File: src/rtl/ilv_pkg.sv
package ilv_pkg;

  localparam int DEF_BANK_BITS   = 2;
  localparam int DEF_OFFSET_BITS = 2;
  localparam int DEF_DATA_W      = 8;

  typedef enum logic {
    MAP_HIGH = 1'b0,
    MAP_LOW  = 1'b1
  } map_e;

endpackage

File: src/rtl/ilv_decode.sv
module ilv_decode
  import ilv_pkg::*;
#(
  parameter int BANK_BITS   = DEF_BANK_BITS,
  parameter int OFFSET_BITS = DEF_OFFSET_BITS,
  localparam int ADDR_W     = BANK_BITS + OFFSET_BITS,
  localparam int NUM_BANKS  = 1 << BANK_BITS
) (
  input  logic                   map_low,
  input  logic [ADDR_W-1:0]      addr,
  input  logic                   access,
  output logic [BANK_BITS-1:0]   bank_sel,
  output logic [OFFSET_BITS-1:0] bank_ofs,
  output logic [NUM_BANKS-1:0]   bank_en
);

  function automatic logic [BANK_BITS-1:0] sel_of(input logic [ADDR_W-1:0] a,
                                                  input map_e m);
    if (m == MAP_LOW) return a[BANK_BITS-1:0];
    else              return a[ADDR_W-1 -: BANK_BITS];
  endfunction

  function automatic logic [OFFSET_BITS-1:0] ofs_of(input logic [ADDR_W-1:0] a,
                                                    input map_e m);
    if (m == MAP_LOW) return a[ADDR_W-1 -: OFFSET_BITS];
    else              return a[OFFSET_BITS-1:0];
  endfunction

  map_e mode;
  assign mode     = map_e'(map_low);
  assign bank_sel = sel_of(addr, mode);
  assign bank_ofs = ofs_of(addr, mode);

  for (genvar b = 0; b < NUM_BANKS; b++) begin : g_en
    assign bank_en[b] = access && (bank_sel == BANK_BITS'(b));
  end

endmodule

File: src/rtl/ilv_bank.sv
module ilv_bank
  import ilv_pkg::*;
#(
  parameter int OFFSET_BITS = DEF_OFFSET_BITS,
  parameter int DATA_W      = DEF_DATA_W,
  localparam int DEPTH      = 1 << OFFSET_BITS
) (
  input  logic                   clk,
  input  logic                   rst_n,
  input  logic                   en,
  input  logic                   wr_en,
  input  logic                   rd_en,
  input  logic [OFFSET_BITS-1:0] ofs,
  input  logic [DATA_W-1:0]      wdata,
  output logic [DATA_W-1:0]      rd_q
);

  logic [DATA_W-1:0] mem [DEPTH];

  // Read samples the old word; a write in the same cycle lands after it.
  always_ff @(posedge clk or negedge rst_n) begin
    if (!rst_n) begin
      for (int i = 0; i < DEPTH; i++) mem[i] <= '0;
      rd_q <= '0;
    end else if (en) begin
      if (rd_en) rd_q     <= mem[ofs];
      if (wr_en) mem[ofs] <= wdata;
    end
  end

endmodule

File: src/rtl/ilv_rd_mux.sv
module ilv_rd_mux
  import ilv_pkg::*;
#(
  parameter int BANK_BITS  = DEF_BANK_BITS,
  parameter int DATA_W     = DEF_DATA_W,
  localparam int NUM_BANKS = 1 << BANK_BITS
) (
  input  logic                              clk,
  input  logic                              rst_n,
  input  logic                              rd_en,
  input  logic [BANK_BITS-1:0]              bank_sel,
  input  logic [NUM_BANKS-1:0][DATA_W-1:0]  bank_q,
  output logic [BANK_BITS-1:0]              rd_sel_q,
  output logic [DATA_W-1:0]                 rdata,
  output logic                              rvalid
);

  always_ff @(posedge clk or negedge rst_n) begin
    if (!rst_n) begin
      rd_sel_q <= '0;
      rvalid   <= 1'b0;
    end else begin
      rvalid <= rd_en;
      if (rd_en) rd_sel_q <= bank_sel;
    end
  end

  assign rdata = bank_q[rd_sel_q];

endmodule

File: src/rtl/ilv_mem.sv
module ilv_mem
  import ilv_pkg::*;
#(
  parameter int BANK_BITS   = DEF_BANK_BITS,
  parameter int OFFSET_BITS = DEF_OFFSET_BITS,
  parameter int DATA_W      = DEF_DATA_W,
  localparam int ADDR_W     = BANK_BITS + OFFSET_BITS,
  localparam int NUM_BANKS  = 1 << BANK_BITS
) (
  input  logic                 clk,
  input  logic                 rst_n,
  input  logic                 map_low,
  input  logic [ADDR_W-1:0]    addr,
  input  logic [DATA_W-1:0]    wdata,
  input  logic                 wr_en,
  input  logic                 rd_en,
  output logic [NUM_BANKS-1:0] bank_en,
  output logic [DATA_W-1:0]    rdata,
  output logic                 rvalid
);

  logic                             access;
  logic [BANK_BITS-1:0]             bank_sel;
  logic [OFFSET_BITS-1:0]           bank_ofs;
  logic [BANK_BITS-1:0]             rd_sel_q;
  logic [NUM_BANKS-1:0][DATA_W-1:0] bank_q;

  assign access = wr_en | rd_en;

  ilv_decode #(
    .BANK_BITS  (BANK_BITS),
    .OFFSET_BITS(OFFSET_BITS)
  ) u_decode (
    .map_low (map_low),
    .addr    (addr),
    .access  (access),
    .bank_sel(bank_sel),
    .bank_ofs(bank_ofs),
    .bank_en (bank_en)
  );

  for (genvar b = 0; b < NUM_BANKS; b++) begin : g_bank
    ilv_bank #(
      .OFFSET_BITS(OFFSET_BITS),
      .DATA_W     (DATA_W)
    ) u_bank (
      .clk  (clk),
      .rst_n(rst_n),
      .en   (bank_en[b]),
      .wr_en(wr_en),
      .rd_en(rd_en),
      .ofs  (bank_ofs),
      .wdata(wdata),
      .rd_q (bank_q[b])
    );
  end

  ilv_rd_mux #(
    .BANK_BITS(BANK_BITS),
    .DATA_W   (DATA_W)
  ) u_rd_mux (
    .clk     (clk),
    .rst_n   (rst_n),
    .rd_en   (rd_en),
    .bank_sel(bank_sel),
    .bank_q  (bank_q),
    .rd_sel_q(rd_sel_q),
    .rdata   (rdata),
    .rvalid  (rvalid)
  );

endmodule

File: config.mk
export PLATFORM = sky130hd
export DESIGN_NAME = ilv_mem
export DESIGN_NICKNAME = d
export VERILOG_FILES = /design/src/rtl/ilv_pkg.sv /design/src/rtl/ilv_decode.sv /design/src/rtl/ilv_bank.sv /design/src/rtl/ilv_rd_mux.sv /design/src/rtl/ilv_mem.sv
export SDC_FILE = /design/constraint.sdc
export NUM_CORES = 1
export LEC_CHECK = 0
export BUFFER_PORTS_ARGS = -buffer_cell sky130_fd_sc_hd__buf_4
export CORE_ASPECT_RATIO = 2
export CORE_MARGIN = 5
export CORE_UTILIZATION = 56
export CTS_CLUSTER_DIAMETER = 40
export DETAILED_ROUTE_END_ITERATION = 12
export GPL_TIMING_DRIVEN = 0
export PLACE_DENSITY_LB_ADDON = 0.25
export SLEW_MARGIN = 20
export SYNTH_ARGS = -nofsm -noshare
export SYNTH_HDL_FRONTEND = slang
export SYNTH_SLANG_ARGS = --single-unit
File: constraint.sdc
create_clock -name clk -period 1.3 [get_ports clk]
set_input_delay 0.065 -clock clk [delete_from_list [all_inputs] [get_ports clk]]
set_output_delay 0.065 -clock clk [all_outputs]
set_load 0.02 [all_outputs]
Word level (Yosys, flattened, before mapping)
Cells that the tools add are included.

Output and inout bits: 13. Word-level logic and storage cells: 66. Bits in registers: 163.

Eq/ne operators: 3. Multiplexer cells: 22. Bitwise gates (word level): 2. Reductions and logical operators: 14. Order comparisons: 3.

Operators by type and width (count): $bwmux W32 (4); $bmux W8 S2 (5); $mux W8 (10); $demux W8 S2 (1); $reduce_and A2 Y1 (8); $logic_and A1 B1 Y1 (5); $eq A2 B2 Y1 const B (2); $mux W2 (2); $ge A3 B3 Y1 const B (1); $lt A2 B3 Y1 const B (1); $lt A3 B1 Y1 const B (1); $not A2 Y3 (1); $eq A2 B1 Y1 const B (1); $logic_not A2 Y1 (1); $or A1 B1 Y1 (1).

Logic depth before layout (Yosys ltp)
Gate-level depths: netlist of run 1.

Depth in word-level cells: 7. Gate-level depth with buffers: 7. Gate-level depth less buffers: 4.

Hierarchy
A second synthesis of run 1 with hierarchy kept.

Cells, all modules: 420. Area, all modules: 7335.8 um^2.

Modules (own cells, without submodules): ilv_bank (cells each 97, sequential area each 1001.0 um^2, instances 4, area an instance 1720.4 um^2); ilv_rd_mux (cells each 15, sequential area each 75.1 um^2, instances 1, area an instance 294.0 um^2); ilv_decode (cells each 16, sequential area each 0.0 um^2, instances 1, area an instance 153.9 um^2); ilv_mem (cells each 1, sequential area each 0.0 um^2, instances 1, area an instance 6.3 um^2).

Least setup slack after synthesis of run 1
Ideal clock, no wire load.

Kind: input to register. Start point: input port addr[3]. End point: register g_bank[2].u_bank.mem[24] in the netlist's numbering. Stages on the path: 6. Slack: -0.215 ns. Library setup time: 0.127 ns. Arrival time: 1.388 ns. Path buffers: 2. Required time: 1.173 ns. Path through: buf_2 > inv_1 > or3_1 > a211o_1 > buf_6 > mux2_1.

Word-level cells in the longest chain between the ends: 7. Elaborated cells on any way between the ends: 12.

RTL lines: start: declaration (RTL line ilv_mem.sv:13) `input logic [ADDR_W-1:0] addr,`; $mux W2 (RTL line ilv_decode.sv:25) `if (m == MAP_LOW) return a[ADDR_W-1 -: OFFSET_BITS];`; $not A2 Y3 (implied by the code) (RTL line ilv_bank.sv:27) `if (wr_en) mem[ofs] <= wdata;`; $ge A3 B3 Y1 (implied by the code) / $lt A3 B1 Y1 (equally long branches) (RTL line ilv_bank.sv:27); $logic_and A1 B1 Y1 (implied by the code) (RTL line ilv_bank.sv:27); $mux W8 (implied by the code) (RTL line ilv_bank.sv:27); $demux W8 S2 (RTL line ilv_bank.sv:27); $bwmux W32 (RTL line ilv_bank.sv:27); end signal: indexed assignment (RTL line ilv_bank.sv:27); end: declaration (RTL line ilv_bank.sv:18) `logic [DATA_W-1:0] mem [DEPTH];`.

Several ways; a longest one is shown, not always the timed one. A chain may end at the register's enable or synchronous reset.

Worst setup path in the final report of run 1
Start point: register u_rd_mux.rd_sel_q[0]. End point: output port rdata[7].

Word-level cells in the longest chain between the ends: 2.

RTL lines: start: declaration (RTL line ilv_rd_mux.sv:13) `output logic [BANK_BITS-1:0] rd_sel_q,`; start signal: assignment (RTL line ilv_rd_mux.sv:24) `if (rd_en) rd_sel_q <= bank_sel;`; $bmux W8 S2 (RTL line ilv_rd_mux.sv:28) `assign rdata = bank_q[rd_sel_q];`; $mux W8 (implied by the code) (RTL line ilv_rd_mux.sv:28); end: declaration (RTL line ilv_mem.sv:18) `output logic [DATA_W-1:0] rdata,`.

Every way passes these cells. The select of a mux whose other input is x is not followed.

==> metrics.md, run 1 <==
| Metric | Value |
|---|---|
| Hold depth | `4` |
| Worst Min Path Start | `addr[3]` |
| Leakage | `4.03 nW` |
| First-pass iteration count of the detailed router | `5` |
| Tcrit/Tclk final | `135%` |
| Gate Count Post-Synth | `591` |
| Synth top area cells | `dfrtp_1, mux2_2, o21ai_0` |
| Area grow syn2layout | `19.4%` |
| Crit Path Max Fanout | `9` |
| Final Cell Area | `9110 um^2` |
| H-Tree Depth | `4` |
| #FFs+latches synth | `163` |
| EDFF count, synth | `0` |
| Setup WS post-layout | `-0.451 ns` |
| Startpoint types | `flop` |
| Final Hold Viols | `0` |
| Metal-1 WL | `7.49 mm` |
| Synth area leader | `dfrtp_1` |
| R2R depth | `3` |
| WL final | `19.5 mm` |
| Max Buffers Root-to-Sink | `2` |
| Setup slack at placement | `-0.912 ns` |
| Remaining routing DRC violations | `0` |
| Top routing layer used | `met4` |
| Initial drt markers | `315` |
| Die height | `175 um` |
| Vias/cell | `6.37` |
| Fmax | `571 MHz` |
| Relative slew slack | `49.0%` |
| Met2 routed WL | `10.7 mm` |
| Boundary pin count | `30` |
| Syn_nets | `608` |
| First-pass GRT wire length | `31.0 mm` |
| P per Cell Area | `1690 nW/um^2` |
| Netlist cell types | `48` |
| CP arrival | `1.69 ns` |
| GRT Overall Usage | `25.3%` |
| CTS sink count | `163` |
| Initial antenna violation count | `0` |
| DP HPWL | `13.7 mm` |
| Clk_skew | `0.00840 ns` |
| Vias in the first global route | `5635` |
| Ant diodes | `0` |
| Met3 WL post-DR | `671 um` |
| Final setup violation count | `8` |
| Top_reg_cell synth | `dfrtp_1` |
| Register-to-register setup slack | `0.23 ns` |
| WP data required | `1.24 ns` |
| Core Region | `13400 um^2` |
| Failing checks | `negative setup slack` |
| Status | `finished, violations left` |
| CP Class | `reg -> out` |
| Detailed-route via count | `5231` |
| DIE WIDTH | `92.5 um` |
| Worst Tran Pin Value | `0.760 ns` |
| Number of I/O port buffers | `27` |
| Avg Inst Size Synth | `12.9 um^2` |
| CTS tree | `built` |
| Post-DRT Antenna Nets | `0` |
| Starting density of the core | `56.8%` |
| FFs w/ async S/R, synth | `100%` |
| Worst hold slack | `0.109 ns` |
| Final core occ | `67.8%` |
| Largest net degree at the start of global routing | `106` |
| Worst IR Drop VDD | `0.988 mV` |
| GRT overflow | `0` |
| Worst Hold End | `u_rd_mux.rd_sel_q[1]` |
| Die area | `16200 um^2` |
| Reported max-cap violation count | `0` |
| DP Area | `8190 um^2` |
| Nets | `670` |
| RD Place Congestion | `0.944` |
| Worst r2r dst | `g_bank[1].u_bank.rd_q[0]` |
| Yosys warning count | `0` |
| Clock Pin Slew Worst Setup and Hold Paths | `0.07 ns` |
| Routed len/inst | `23.8 um` |
| FP Rows | `60` |
| Period minus WS final | `1.75 ns` |
| Slew Viols, Final | `0` |
| Worst skew pair latency | `0.43 ns` |
| RSZ-0062 raised after global routing | `true` |
| Proportion of layout cells with a drive suffix above 1 | `42.8%` |
| Setup crit end kind | `primary output` |
| Register area share after synthesis | `53.5%` |
| Mapped cell area | `7630 um^2` |
| FF-to-FF Start | `g_bank[1].u_bank.mem[16]` |
| Hold Path Class | `in -> reg` |
| Total CTS buffers | `17` |
| Setup TNS | `-3.51 ns` |
| Synth top area share | `53.5%` |
| Root buf cell | `clkbuf_16` |
## stage by stage
stage / total power [W] / instances
3_5_place_dp: 0.0103 / 774
2_1_floorplan: 0.00923 / 591
6_report: 0.0154 / 821
5_1_grt: 0.0161 / 821
3_3_place_gp: 0.0100 / 773
4_1_cts: 0.0154 / 814
## sequential cells by signal, summed over array words and instances, names as in the netlist
signal and count:
g_bank.u_bank.mem 128, u_rd_mux.rvalid 1, g_bank.u_bank.rd_q 32, u_rd_mux.rd_sel_q 2
## worst max path at each step
| stage | from | to | slack [ns] | cells past startpoint |
|---|---|---|---|---|
| 6_report | u_rd_mux.rd_sel_q[0] | rdata[7] | -0.45 | 3 |
| 5_1_grt | u_rd_mux.rd_sel_q[0] | rdata[7] | -0.51 | 3 |
| 4_1_cts | u_rd_mux.rd_sel_q[0] | rdata[7] | -0.45 | 3 |
| 3_5_place_dp | map_low | g_bank[1].u_bank.rd_q[2] | -0.91 | 6 |
| 3_3_place_gp | map_low | g_bank[3].u_bank.rd_q[4] | -0.85 | 6 |
| 2_1_floorplan | addr[3] | g_bank[0].u_bank.mem[10] | -0.1 | 5 |
## cell usage after synthesis, types with 13 or more instances
master	n
o2111ai_1	16
mux2_2	129
inv_1	17
nor2_1	16
o21ai_0	47
dfrtp_1	163
a22oi_1	16
clkbuf_1	21
mux2i_1	18
nand2_1	14
buf_2	13
## layer usage
metal | global-route usage (%) | vias to the layer above
met1 | 29.5 | 2713
met2 | 45.1 | 160
met4 | 11.5 | 0
li1 | - | 2304
met3 | 3.96 | 54
met5 | 0 | -
## cell usage in the layout, fill, tap and decap left out, types with 3 or more instances in the layout
master,n
a21oi_1,3
a21oi_4,3
a22oi_1,16
a31oi_1,8
and3_1,3
buf_2,6
buf_4,34
buf_6,15
buf_8,3
clkbuf_1,14
clkbuf_16,18
clkbuf_2,3
dfrtp_1,162
dlygate4sd3_1,10
inv_1,16
inv_6,3
inv_8,5
mux2_2,129
mux2_4,15
mux2i_1,18
mux4_2,8
nand2_1,13
nand2b_1,4
nand3_1,6
nand3b_1,3
nor2_1,14
nor2b_1,4
nor3b_4,4
o2111ai_1,16
o21ai_0,47
o21ai_2,4
o221ai_1,8
or2_2,3
## power breakdown
group / switching [W] / leakage (nW) / internal, W / total, W
Clock: 0.00230 / 0.284 / 0.00274 / 0.00504
Combinational: 0.00136 / 1.74 / 0.00183 / 0.00319
Sequential: 0.000762 / 2.00 / 0.00643 / 0.00719
Total: 0.00442 / 4.03 / 0.0110 / 0.0154
## repair_timing
item                                    4_1_cts  5_1_grt
gates resized for setup                      27       18
endpoints found under the setup margin       39       57
pin swaps                                     0        2
hold endpoints to repair                    107        0
buffers inserted                              0        8
hold buffers                                 10        0
## critical path, stage by stage, from the launching register on
cell and delay, ns:
dfrtp_1 0.37, clkbuf_16 0.19, mux4_2 0.54, buf_6 0.15
## kinds of logic (layout without fill, tap and decap cells)
logic type	Yosys count	count (layout)	share of synthesized area, %
mux	171	171	26.5
simple gates	76	76	5.58
buf+inv	63	138	3.95
compound gates	118	118	10.5
flops	163	163	53.5
## area by class of cell
type,instances,area [um^2]
buffer,42,309
multi-input combinational,365,3440
fill,999,4330
tap,155,194
inverter,18,70.1
timing repair buffer,46,428
clock inverter,14,161
clock buffer,18,429
sequential,163,4080
(Power assumes the default switching activity.)
==> run 2: changes to the inputs <==
- SETUP_SLACK_MARGIN: unset -> 0.1
==> metrics.md, run 2 (same netlist as run 1, synthesis figures left out) <==
| Metric | Value |
|---|---|
| Final setup violation count | `8 (unchanged)` |
| Slew Viols, Final | `0 (unchanged)` |
| Setup WS post-layout | `-0.466 ns (-0.0151 ns)` |
| CP bufs+invs | `2 (unchanged)` |
| Crit Path Max Fanout | `9 (unchanged)` |
| Setup crit end kind | `primary output` |
| Proportion of layout cells with a drive suffix above 1 | `45.5% (+2.7 points)` |
| Routed len/inst | `24.4 um (+2.6%)` |
| Critical path depth in cells | `3 (unchanged)` |
| Reported max-cap violation count | `0 (unchanged)` |
| RD Place Congestion | `0.904 (-4.2%)` |
| Dpl cells | `774 (unchanged)` |
| Worst hold slack | `0.146 ns (+0.0377 ns)` |
| P per Cell Area | `1640 nW/um^2 (-3.2%)` |
| Leakage | `4.23 nW (+5.0%)` |
| Remaining routing DRC violations | `0 (unchanged)` |
| Ant diodes | `0 (unchanged)` |
| Most frequent cells in the layout | `dfrtp_1, mux2_2, o21ai_0, buf_4, mux2_4` |
| CP arrival | `1.70 ns (about the same)` |
| Starting density of the core | `56.8% (unchanged)` |
| Most flops, register | `g_bank.u_bank.mem` |
| Fmax | `566 MHz (-0.86%)` |
| FP Rows | `60 (unchanged)` |
| Root buf cell | `clkbuf_16` |
| Critical path's largest stage delay | `0.55 ns (about the same)` |
| H-Tree Depth | `4 (unchanged)` |
| Hold depth | `4 (unchanged)` |
| Initial drt markers | `334 (+6.0%)` |
| DP HPWL | `13.9 mm (+1.1%)` |
| Vias/cell | `6.43 (+0.87%)` |
| GRT overflow | `0 (unchanged)` |
| Failing checks | `negative setup slack` |
| Worst path top cell family by delay | `multiplexers` |
| Final Hold Viols | `0 (unchanged)` |
| Relative slew slack | `52.3% (+3.3 points)` |
| Initial antenna violation count | `0 (unchanged)` |
| Boundary pin count | `30 (unchanged)` |
| WP data required | `1.24 ns (about the same)` |
| CTS tree | `built` |
| Worst IR Drop VDD | `1.02 mV (+3.0%)` |
| Vias in the first global route | `5685 (+0.89%)` |
| Status | `finished, violations left` |
| Max FFs per register | `128 (unchanged)` |
| Biggest regs | `g_bank.u_bank.mem x128, g_bank.u_bank.rd_q x32, u_rd_mux.rd_sel_q x2` |
| RSZ-0062 raised after global routing | `true` |
| GRT Overall Usage | `26.3% (+0.95 points)` |
| Detailed-route via count | `5360 (+2.5%)` |
| Setup TNS | `-3.53 ns (-0.0286 ns)` |
| Clk_skew | `0.0150 ns (+0.00660 ns)` |
| Max Buffers Root-to-Sink | `2 (unchanged)` |
| DIE WIDTH | `92.5 um (unchanged)` |
| Die area | `16200 um^2 (unchanged)` |
| Nets | `683 (+1.9%)` |
| Period minus WS final | `1.77 ns (+0.0151 ns)` |
| Worst path slowest cell | `mux4_2` |
| Core Region | `13400 um^2 (unchanged)` |
| Worst skew pair latency | `0.43 ns (about the same)` |
| First-pass GRT wire length | `32.0 mm (+3.3%)` |
| Crit path cell chain | `clkbuf_16, mux4_2, buf_6` |
| Number of I/O port buffers | `27 (unchanged)` |
| Total CTS buffers | `17 (unchanged)` |
| Post-DRT Antenna Nets | `0 (unchanged)` |
| Worst Tran Pin Value | `0.711 ns (-0.0498 ns)` |
| Tcrit/Tclk final | `136% (+1.2 points)` |
| Startpoint types | `flop` |
| R2R depth | `3 (unchanged)` |
| Largest net degree at the start of global routing | `84 (-21%)` |
| Clock Pin Slew Worst Setup and Hold Paths | `0.08 ns (about the same)` |
| Hold Path Class | `in -> reg` |
| First-pass iteration count of the detailed router | `5 (unchanged)` |
| WL final | `20.3 mm (+4.2%)` |
| CP Class | `reg -> out` |
| Post-route insts no fill | `834 (+1.6%)` |
| CTS sink count | `163 (unchanged)` |
| Leading cell type in the layout, fill and taps excluded | `dfrtp_1` |
| Die height | `175 um (unchanged)` |
| Area grow syn2layout | `24.6%` |
[run 2: power breakdown]
| part | switching [W] | internal (W) | total, W | leakage, nW |
|---|---|---|---|---|
| clock | 0.00243 | 0.00261 | 0.00504 | 0.297 |
| sequential | 0.000775 | 0.00643 | 0.00721 | 2.00 |
| combinational | 0.00140 | 0.00195 | 0.00335 | 1.93 |
[run 2: cell type report]
| class | instances | area, um^2 |
|---|---|---|
| Buffer | 42 | 375 |
| Inverter | 18 | 72.6 |
| Clock buffer | 17 | 425 |
| Fill cell | 894 | 3930 |
| Sequential cell | 163 | 4080 |
| Multi-Input combinational cell | 365 | 3570 |
| Timing Repair Buffer | 59 | 599 |
| Clock inverter | 15 | 188 |
| Tap cell | 155 | 194 |
[run 2: what timing repair did]
item                                   CTS  global route
endpoints found under the hold margin  129             0
pin swaps                                7             4
resized for setup                       56            15
buffers inserted                        12             9
cloned                                   0             0
setup endpoints to repair               95            62
hold buffers                            10             0
[run 2: through the flow]
step	setup WS, ns	power [W]	cell area [um^2]	util [%]
2_1_floorplan	-0.0825	0.00932	7880	-
3_3_place_gp	-0.846	0.0101	8280	61.6
3_5_place_dp	-0.851	0.0104	8310	61.9
4_1_cts	-0.467	0.0156	9370	69.8
5_1_grt	-0.491	0.0163	9500	70.7
6_report	-0.466	0.0156	9500	70.7
[run 2: final timing paths]
check	from	end	slack, ns
max	u_rd_mux.rd_sel_q[0]	rdata[1]	-0.47
min	addr[3]	u_rd_mux.rd_sel_q[1]	0.15
max reg2reg	g_bank[2].u_bank.mem[10]	g_bank[2].u_bank.rd_q[2]	0.23
min reg2reg	g_bank[0].u_bank.rd_q[6]	g_bank[0].u_bank.rd_q[6]	0.50
max in group asynchronous	rst_n	g_bank[1].u_bank.mem[11]	0.29
min in group asynchronous	rst_n	u_rd_mux.rd_sel_q[0]	0.18
[run 2: worst min-delay path: stages]
cell and delay, ns:
buf_8 0.12, inv_4 0.11, o21a_1 0.15, a21oi_1 0.08
[run 2: per-layer routing]
metal | wire, um | share of wire [%] | vias up | track usage, %
met3 | 911 | 4.5 | 70 | 3.75
li1 | - | - | 2335 | -
met2 | 11000 | 54 | 187 | 46.4
met4 | 1020 | 5.0 | 0 | 15.7
met5 | 0 | 0 | - | 0
met1 | 7400 | 36 | 2768 | 29.4
==> run 3: changes to the inputs <==
- RECOVER_POWER: unset -> 100
==> metrics.md, run 3 (same netlist as run 1, synthesis figures left out) <==
| Metric | Value |
|---|---|
| Status | `finished, violations left` |
| Failing checks | `negative setup slack` |
| Crit path cell chain | `clkbuf_16, mux4_2, buf_6` |
| Core Region | `13400 um^2 (unchanged)` |
| Final Hold Viols | `0 (unchanged)` |
| Startpoint types | `flop` |
| Sw Pwr | `0.00460 W (about the same)` |
| WP data required | `1.24 ns (about the same)` |
| Total CTS buffers | `17 (unchanged)` |
| Setup slack at placement | `-0.851 ns (unchanged)` |
| Critical path's largest stage delay | `0.54 ns (about the same)` |
| Fmax | `569 MHz (+0.45%)` |
| Slew Viols, Final | `0 (unchanged)` |
| Max FFs per register | `128 (unchanged)` |
| GRT overflow | `0 (unchanged)` |
| Vias/cell | `6.38 (-0.76%)` |
| Setup WS post-layout | `-0.458 ns (+0.00797 ns)` |
| Final Power | `0.0155 W (-0.91%)` |
| Clk_skew | `0.0132 ns (-0.00180 ns)` |
| Share of power burned in registers | `46.6% (+0.4 points)` |
| Die height | `175 um (unchanged)` |
| Worst r2r dst | `g_bank[1].u_bank.rd_q[0]` |
| Internal power | `0.0109 W (-1.3%)` |
| Area grow syn2layout | `21.3%` |
| Relative slew slack | `28.1% (-24 points)` |
| Largest net degree at the start of global routing | `84 (unchanged)` |
| Worst IR Drop VDD | `1.02 mV (+0.35%)` |
| CP arrival | `1.69 ns (about the same)` |
| Ant diodes | `0 (unchanged)` |
| DIE WIDTH | `92.5 um (unchanged)` |
| CTS tree | `built` |
| Hold Path Class | `in -> reg` |
| Boundary pin count | `30 (unchanged)` |
| Proportion of layout cells with a drive suffix above 1 | `41.2% (-4.3 points)` |
| Worst Tran Pin Value | `1.08 ns (+0.368 ns)` |
| Comb pwr share | `20.7% (-0.8 points)` |
| CP Class | `reg -> out` |
| Worst path top cell family by delay | `multiplexers` |
| Initial antenna violation count | `0 (unchanged)` |
| DP Area | `8310 um^2 (unchanged)` |
| Setup crit end kind | `primary output` |
| Max Buffers Root-to-Sink | `2 (unchanged)` |
| WL final | `20.4 mm (+0.29%)` |
| Worst Hold End | `u_rd_mux.rd_sel_q[1]` |
| Final setup violation count | `49 (+41)` |
| Clock Pin Slew Worst Setup and Hold Paths | `0.08 ns (about the same)` |
| Detailed-route via count | `5319 (-0.76%)` |
| Most flops, register | `g_bank.u_bank.mem` |
| P per Cell Area | `1670 nW/um^2 (+1.8%)` |
| Worst path slowest cell | `mux4_2` |
| Leading cell type in the layout, fill and taps excluded | `dfrtp_1` |
| Sw Ratio | `29.8% (+0.25 points)` |
| Hold depth | `4 (unchanged)` |
| GRT Overall Usage | `26.3% (unchanged)` |
| CP bufs+invs | `2 (unchanged)` |
| H-Tree Depth | `4 (unchanged)` |
| Crit Path Max Fanout | `9 (unchanged)` |
| Vias in the first global route | `5685 (unchanged)` |
| FP Rows | `60 (unchanged)` |
| Register-to-register setup slack | `0.23 ns (about the same)` |
| CTS sink count | `163 (unchanged)` |
| Number of I/O port buffers | `27 (unchanged)` |
| Worst Min Path Start | `addr[3]` |
| Tcrit/Tclk final | `135% (-0.61 points)` |
| Die area | `16200 um^2 (unchanged)` |
| Reported max-cap violation count | `0 (unchanged)` |
| Final Cell Area | `9250 um^2 (-2.7%)` |
| Nets | `683 (unchanged)` |
| Period minus WS final | `1.76 ns (-0.00797 ns)` |
| Final core occ | `68.8% (-1.9 points)` |
| First-pass iteration count of the detailed router | `7 (+2)` |
| Worst skew pair latency | `0.43 ns (about the same)` |
| Leakage | `4.09 nW (-3.3%)` |
| Root buf cell | `clkbuf_16` |
| Initial drt markers | `316 (-5.4%)` |
| Post-DRT Antenna Nets | `0 (unchanged)` |
| Routed len/inst | `24.4 um (+0.29%)` |
| R2R depth | `3 (unchanged)` |
| Setup TNS | `-5.60 ns (-2.06 ns)` |
| Starting density of the core | `56.8% (unchanged)` |
| Most frequent cells in the layout | `dfrtp_1, mux2_2, o21ai_0, buf_4` |
| Biggest regs | `g_bank.u_bank.mem x128, g_bank.u_bank.rd_q x32, u_rd_mux.rd_sel_q x2` |
| Remaining routing DRC violations | `0 (unchanged)` |
| RSZ-0062 raised after global routing | `true` |
| DP HPWL | `13.9 mm (unchanged)` |
| FF-to-FF Start | `g_bank[1].u_bank.mem[16]` |
| Clock share of power | `32.7% (+0.4 points)` |
| RD Place Congestion | `0.904 (unchanged)` |
| First-pass GRT wire length | `32.0 mm (unchanged)` |
run 3: cell types whose count changed in the layout (fill, tap and decap cells not counted), sizes merged:
cell    delta
buf       -22
clkbuf    +22
run 3: per-stage QoR:
| step | std cells | hold slack, ns |
|---|---|---|
| global placement | 773 | 0.238 |
| CTS | 825 | 0.125 |
| detailed placement | 774 | 0.0873 |
| global route | 834 | 0.127 |
| floorplan | 591 | -0.231 |
| finish | 834 | 0.125 |
run 3: repair_timing:
action                                  in CTS  in global routing
hold buffers                                10                  0
endpoints found under the setup margin      95                 62
endpoints found under the hold margin      129                  0
resized for setup                           56                 15
setup buffers                               12                  9
pin swaps                                    7                  4
run 3: how the worst max path moves through the flow:
stage,slack (ns),to,depth (start not counted),start
after floorplan,-0.08,g_bank[0].u_bank.mem[10],5,addr[3]
after global placement,-0.85,g_bank[3].u_bank.rd_q[4],6,map_low
after detailed placement,-0.85,g_bank[3].u_bank.rd_q[4],6,map_low
after CTS,-0.47,rdata[1],3,u_rd_mux.rd_sel_q[0]
after global routing,-0.49,rdata[1],3,u_rd_mux.rd_sel_q[0]
final,-0.46,rdata[1],3,u_rd_mux.rd_sel_q[0]
run 3: area by class of cell:
cell class / instances / area (um^2)
Multi-Input combinational cell: 365 / 3460
Inverter: 18 / 72.6
Buffer: 42 / 342
Tap cell: 155 / 194
Clock buffer: 17 / 425
Timing Repair Buffer: 59 / 490
Clock inverter: 15 / 188
Sequential cell: 163 / 4080
Fill cell: 965 / 4190
run 3: layer usage:
metal | track usage [%] | vias to the layer above | share of wire (%)
li1 | - | 2330 | -
met3 | 3.75 | 66 | 3.4
met4 | 15.7 | 0 | 4.6
met5 | 0 | - | 0
met2 | 46.4 | 168 | 55
met1 | 29.4 | 2755 | 37
run 3: worst min-delay path, delay by kind of cell:
kind	cells	cell delay, ns
AO/OA/AOI/OAI	2	0.23
buffers and inverters	2	0.22
run 3: power by group through the flow:
| stage | logic (W) | registers [W] | clock network [W] |
|---|---|---|---|
| after CTS | 0.00334 | 0.00718 | 0.00508 |
| after detailed placement | 0.00312 | 0.00724 | 0 |
| after global routing | 0.00345 | 0.00734 | 0.00533 |
| after floorplan | 0.00235 | 0.00696 | 0 |
| final | 0.00319 | 0.00721 | 0.00505 |
| after global placement | 0.00299 | 0.00715 | 0 |
